==> config.mk <==
export PLATFORM = sky130hd
export DESIGN_NAME = tmr_pair
export DESIGN_NICKNAME = d
export VERILOG_FILES = /design/src/rtl/tmr_pkg.sv /design/src/rtl/tmr_prescaler.sv /design/src/rtl/tmr_sync_edge.sv /design/src/rtl/tmr_lane.sv /design/src/rtl/tmr_pair.sv
export SDC_FILE = /design/constraint.sdc
export NUM_CORES = 1
export LEC_CHECK = 0
export BUFFER_PORTS_ARGS = -buffer_cell sky130_fd_sc_hd__buf_2
export CAP_MARGIN = 20
export CORE_MARGIN = 5
export CORE_UTILIZATION = 56
export DETAILED_ROUTE_END_ITERATION = 8
export PLACE_DENSITY = 0.82
export SKIP_CTS_REPAIR_TIMING = 1
export SLEW_MARGIN = 20
export SYNTH_ARGS = -nofsm -noshare
export SYNTH_HDL_FRONTEND = slang
export SYNTH_SLANG_ARGS = --single-unit
==> constraint.sdc <==
create_clock -name clk -period 3 [get_ports clk]
set_input_delay 0.6 -clock clk [delete_from_list [all_inputs] [get_ports clk]]
set_output_delay 0.6 -clock clk [all_outputs]
set_load 0.01 [all_outputs]
==> src/rtl/tmr_pkg.sv <==
package tmr_pkg;
  localparam int CW      = 8;   // counter and bus width
  localparam int N_LANES = 2;   // counters in the pair
  localparam int AW      = 3;   // register address width
  localparam int PRE_W   = 11;  // prescaler width, covers /2048

  typedef enum logic [2:0] {
    CS_D2 = 3'd0, CS_D4, CS_D8, CS_D32, CS_D128, CS_D512, CS_D2048, CS_EXT
  } clk_sel_e;

  typedef struct packed {
    logic     spare;    // bit 7
    logic     chain;    // bit 6
    logic     capmode;  // bit 5
    clk_sel_e sel;      // bits 4:2
    logic     clr;      // bit 1
    logic     run;      // bit 0
  } ctrl_t;

  // log2 of the division for each internal clock select code
  function automatic int div_shift(input clk_sel_e s);
    case (s)
      CS_D2:    return 1;
      CS_D4:    return 2;
      CS_D8:    return 3;
      CS_D32:   return 5;
      CS_D128:  return 7;
      CS_D512:  return 9;
      default:  return 11;
    endcase
  endfunction

  // one-cycle tick each time the low div_shift bits of the prescaler are all ones
  function automatic logic presc_tick(input logic [PRE_W-1:0] p, input clk_sel_e s);
    logic [PRE_W-1:0] m;
    int sh;
    sh = div_shift(s);
    m  = '0;
    for (int i = 0; i < PRE_W; i++)
      if (i < sh) m[i] = 1'b1;
    return (p & m) == m;
  endfunction
endpackage

==> src/rtl/tmr_prescaler.sv <==
module tmr_prescaler #(
  parameter int W = 11
) (
  input  logic         clk,
  input  logic         rst_n,
  output logic [W-1:0] cnt
);
  always_ff @(posedge clk or negedge rst_n)
    if (!rst_n) cnt <= '0;
    else        cnt <= cnt + 1'b1;
endmodule

==> src/rtl/tmr_sync_edge.sv <==
module tmr_sync_edge #(
  parameter int STAGES = 2
) (
  input  logic clk,
  input  logic rst_n,
  input  logic pin,
  output logic rise
);
  logic [STAGES:0] sh;

  always_ff @(posedge clk or negedge rst_n)
    if (!rst_n) sh <= '0;
    else        sh <= {sh[STAGES-1:0], pin};

  assign rise = sh[STAGES-1] & ~sh[STAGES];
endmodule

==> src/rtl/tmr_lane.sv <==
module tmr_lane #(
  parameter int W = 8
) (
  input  logic         clk,
  input  logic         rst_n,
  input  logic         inc,
  input  logic         zero,
  input  logic         cap_ld,
  output logic [W-1:0] cnt,
  output logic [W-1:0] cap
);
  always_ff @(posedge clk or negedge rst_n)
    if (!rst_n)    cnt <= '0;
    else if (zero) cnt <= '0;
    else if (inc)  cnt <= cnt + 1'b1;

  always_ff @(posedge clk or negedge rst_n)
    if (!rst_n)      cap <= '0;
    else if (cap_ld) cap <= cnt;
endmodule

==> src/rtl/tmr_pair.sv <==
module tmr_pair
  import tmr_pkg::*;
#(
  parameter int SYNC_STAGES = 2
) (
  input  logic               clk,
  input  logic               rst_n,
  input  logic               ext_cnt_pin,
  input  logic [N_LANES-1:0] cap_pin,
  input  logic               wr_en,
  input  logic [AW-1:0]      wr_addr,
  input  logic [CW-1:0]      wr_data,
  input  logic [AW-1:0]      rd_addr,
  output logic [CW-1:0]      rd_data,
  output logic [N_LANES-1:0] match_irq,
  output logic [N_LANES-1:0] cap_irq
);
  localparam int CTRL_W = $bits(ctrl_t);

  ctrl_t                       ctrl_q [N_LANES];
  logic [N_LANES-1:0][CW-1:0]  cmp_q;
  logic [N_LANES-1:0][CW-1:0]  cnt;
  logic [N_LANES-1:0][CW-1:0]  cap;
  logic [PRE_W-1:0]            pre_cnt;
  logic                        ext_rise;
  logic [N_LANES-1:0]          cap_rise;
  logic [N_LANES-1:0]          clr_ev, tick, hit, inc, zero, cap_ld;
  logic [N_LANES-1:0]          match_ev, cap_ev;
  logic                        chain, hit16;

  tmr_prescaler #(.W(PRE_W)) pre_i (.clk(clk), .rst_n(rst_n), .cnt(pre_cnt));

  tmr_sync_edge #(.STAGES(SYNC_STAGES)) ext_sync_i (
    .clk(clk), .rst_n(rst_n), .pin(ext_cnt_pin), .rise(ext_rise));

  // register writes; clear is an event, never stored
  always_ff @(posedge clk or negedge rst_n)
    if (!rst_n) begin
      for (int i = 0; i < N_LANES; i++) begin
        ctrl_q[i] <= '0;
        cmp_q[i]  <= '0;
      end
    end else if (wr_en) begin
      for (int i = 0; i < N_LANES; i++) begin
        if (wr_addr == AW'(2 * i)) begin
          ctrl_q[i]     <= ctrl_t'(wr_data[CTRL_W-1:0]);
          ctrl_q[i].clr <= 1'b0;
        end
        if (wr_addr == AW'(2 * i + 1)) cmp_q[i] <= wr_data;
      end
    end

  assign chain = ctrl_q[1].chain;
  assign hit16 = !ctrl_q[0].capmode && ({cnt[1], cnt[0]} == {cmp_q[1], cmp_q[0]});

  for (genvar g = 0; g < N_LANES; g++) begin : g_lane
    tmr_sync_edge #(.STAGES(SYNC_STAGES)) cap_sync_i (
      .clk(clk), .rst_n(rst_n), .pin(cap_pin[g]), .rise(cap_rise[g]));

    assign clr_ev[g] = wr_en && (wr_addr == AW'(2 * g)) && wr_data[1];
    assign tick[g]   = ctrl_q[g].run &&
                       ((ctrl_q[g].sel == CS_EXT) ? ext_rise : presc_tick(pre_cnt, ctrl_q[g].sel));

    tmr_lane #(.W(CW)) lane_i (
      .clk(clk), .rst_n(rst_n), .inc(inc[g]), .zero(zero[g]),
      .cap_ld(cap_ld[g]), .cnt(cnt[g]), .cap(cap[g]));
  end

  // next-count control: separate lanes, or one 16-bit chain driven by lane 0
  always_comb begin
    for (int i = 0; i < N_LANES; i++) begin
      hit[i]      = !ctrl_q[i].capmode && (cnt[i] == cmp_q[i]);
      match_ev[i] = tick[i] & hit[i];
      zero[i]     = clr_ev[i] | match_ev[i];
      inc[i]      = tick[i] & ~hit[i];
      cap_ev[i]   = cap_rise[i] & ctrl_q[i].capmode;
      cap_ld[i]   = cap_ev[i];
    end
    if (chain) begin
      match_ev[0] = tick[0] & hit16;
      match_ev[1] = 1'b0;
      zero[0]     = clr_ev[0] | match_ev[0];
      zero[1]     = clr_ev[0] | clr_ev[1] | match_ev[0];
      inc[0]      = tick[0] & ~hit16;
      inc[1]      = tick[0] & ~hit16 & (cnt[0] == {CW{1'b1}});
      cap_ev[1]   = 1'b0;
      cap_ld[0]   = cap_ev[0];
      cap_ld[1]   = cap_ev[0];
    end
  end

  always_ff @(posedge clk or negedge rst_n)
    if (!rst_n) begin
      match_irq <= '0;
      cap_irq   <= '0;
    end else begin
      match_irq <= match_ev;
      cap_irq   <= cap_ev;
    end

  always_comb begin
    case (rd_addr)
      3'd0:    rd_data = CW'(ctrl_q[0]);
      3'd1:    rd_data = cmp_q[0];
      3'd2:    rd_data = CW'(ctrl_q[1]);
      3'd3:    rd_data = cmp_q[1];
      3'd4:    rd_data = cap[0];
      3'd5:    rd_data = cap[1];
      3'd6:    rd_data = cnt[0];
      default: rd_data = cnt[1];
    endcase
  end

  // named internal events for the bound checker
  logic [CW-1:0] cnt_lo, cap_lo;
  logic          run_lo, clr_lo_ev, capm_lo;
  assign cnt_lo    = cnt[0];
  assign cap_lo    = cap[0];
  assign run_lo    = ctrl_q[0].run;
  assign clr_lo_ev = clr_ev[0];
  assign capm_lo   = ctrl_q[0].capmode;
endmodule

==> results.tsv <==
metric	value	unit
antenna_found_initial	0	
grt_pass1_vias	3297	
initialDrtViolationCount	351	
wire_per_inst	19.1	um
root_buffer	clkbuf_8	
synth_fp_nets	442	
regArea	0.00215	mm2
routed_wl	10600	um
end_kind	output pin	
drive_gt1_share	22.7	%
reg2reg_slack	0.50	ns
hold_class	primary input to asynchronous set/reset pin	
grt_overflow	0	
powerDensity	667	mW/mm2
crit_path_max_incr_delay	0.51	ns
cts_num_sinks	86	
mostFrequentLayoutCells	dfrtp_1, nand2_1, mux2_2, buf_2, xor2_1	
worst-path-max-fanout	8	
die-area	0.00972	mm2
synthDistinctLibCells	61	
fin_setup_tns	0	ns
leakagePower	2.19	nW
synth_edf_count	0	
num-fill-cells	637	
setup_viol	0	
crit_chain	mux2_2 -> a221oi_1 -> a31oi_1 -> a221oi_1 -> a21oi_1 -> buf_2	
cts_tree	yes	
final_antenna_net_count	0	
path_clk_slew	0.09	ns
fin_skew	0.00730	ns
synth.yosys.warnings	0	
htreeDepth	3	
rsz0062_at_grt	false	
portBuffers	31	
finalHoldViolCount	0	
io_pins	32	
rows	32	
worstSetupPathType	flop to output pin	
async_reset_ff_share	100	%
dieWidth	98.6	um
synth.ff_latch_count	86	
vdd_ir_drop_max	0.384	mV
ys_seq_area_share	49.0	%
avgSynthCellArea	10.5	um2
worstPathArrival	2.08	ns
cts_buffer_depth	2	
fin_crit_sh	89.3	%
core	0.00769	mm2
post-dp-hpwl	7610	um
track_usage	22.7	%
worst_setup_path_start_kind	flop	
worstMarginPinSlew	0.747	ns
dr.pass1.iters	6	
synthCells	419	
syn-cell-area	0.00439	mm2
timing.fmax	0.373	GHz
antenna_cells	0	
area_delta_synth_final	10.8	%
vias	3410	
yosysTopAreaCellShare	49.0	%
synth_top_cell_by_area	dfrtp_1	
required	2.40	ns
cts_buffers	9	
grt_max_degree	87	
final_common_cell	dfrtp_1	
yosys_most_used_dff	dfrtp_1	
viasPerCell	6.14	
die_h	98.6	um
cp_common_cell	a221oi_1	
drv_cap	0	
dp_cells	539	
multi_input_area	0.00212	mm2
drcViolationCount	0	
routabilityCongestion	0.913	
synth.area.top_cells	dfrtp_1, mux2_2, xor2_1, nand2_1, a21oi_1	
grt_pass1_wl	17200	um
post-route-min-period	2.68	ns
initial_utilization	57.1	%
slew_violations	0	
slew_headroom	50.2	%
instances_no_fill	555	
crit_path_top_delay_cell	dfrtp_1	
nets	471	
clkLatencyLatePin	0.36	ns
status	finished, final reports clean	
hold_slack	0.258	ns
## per-stage QoR
step                worst slack [ns]  total power [W]  utilization (%)  area, um2
floorplan                      0.541          0.00208                -       4390
global placement               0.418          0.00231             60.4       4640
detailed placement             0.388          0.00235             60.4       4640
CTS                            0.317          0.00325             63.3       4860
global route                   0.204          0.00341             63.3       4870
finish                         0.322          0.00325             63.3       4870
## cell families (layout without fill, tap and decap cells)
kind of cell	after synthesis	count (layout)	share of synthesized area [%]
buffers and inverters	28	62	2.85
DFF	86	86	49.0
and+or+nand+nor	142	142	16.2
adders and majority gates	3	3	0.855
AOI/OAI and AO/OA	82	82	12.8
xor gates and xnor gates	32	32	6.38
muxes	46	46	11.9
## final timing paths
kind / startpoint / to / cells after the start
max: g_lane[0].lane_i.cnt[2]$_DFFE_PN0P_ / rd_data[2] / 6
min reg2reg: g_lane[0].cap_sync_i.sh[0]$_DFF_PN0_ / g_lane[0].cap_sync_i.sh[1]$_DFF_PN0_ / 0
min: rst_n / pre_i.cnt[10]$_DFF_PN0_ / 1
min in group clk: ext_cnt_pin / ext_sync_i.sh[0]$_DFF_PN0_ / 1
max in group asynchronous: rst_n / pre_i.cnt[2]$_DFF_PN0_ / 1
max reg2reg: chain$_DFFE_PN0P_ / g_lane[1].lane_i.cnt[5]$_DFFE_PN0P_ / 8
## power breakdown
part	switching [W]	internal, W	total, W
Combinational	0.000329	0.000343	0.000671
Sequential	0.000294	0.00138	0.00167
Clock	0.000431	0.000477	0.000907
## sequential cells by signal, indices dropped and copies added (netlist names)
register and flops:
cap_irq 2, capm_lo 1, chain 1, cmp_q 16, ctrl_q 11, ext_sync_i.sh 3, g_lane.cap_sync_i.sh 6, g_lane.lane_i.cap 16
g_lane.lane_i.cnt 16, match_irq 2, pre_i.cnt 11, run_lo 1
## per-layer routing
metal | up-vias | wire (um) | GRT usage (%)
met2 | 142 | 5070 | 35.8
met4 | 0 | 225 | 8.51
met1 | 1683 | 4620 | 31.7
met3 | 22 | 670 | 3.89
met5 | - | 0 | 0
li1 | 1563 | - | -
## cell usage after synthesis, drive strengths merged (2+ instances only)
cell and n:
dfrtp 86, and3 4, a22oi 5, nand3b 4, a22o 2, xnor2 6, or3 4, nor4b 2
a31oi 6, and2 3, nand2b 2, xor2 26, nand2 57, clkbuf 11, ha 3, o31ai 3
o2111ai 2, o21ai 21, a221oi 4, nand4 2, a211oi 4, nor2b 5, nand4b 3, nor2 24
or4 2, nand3 18, inv 7, o22ai 2, buf 9, a21oi 20, nor3 4, a21boi 3
mux2 41, mux2i 4, nor4bb 2, nor4 5
## final cells by class
class                      count  area share (%)
multi-input combinational    305            43.6
clock inverter                 6            1.93
sequential                    86            44.2
inverter                       8           0.617
timing repair buffer          38            4.40
tap                          102            2.62
clock buffer                  10            2.62
## critical path: cells and delay by family, from the launching register on
kind            cells  cell delay [ns]
buf+inv             1             0.17
flops               1             0.51
compound gates      4             0.69
mux                 1             0.35
Note: power is estimated with default switching activity, not from simulation.
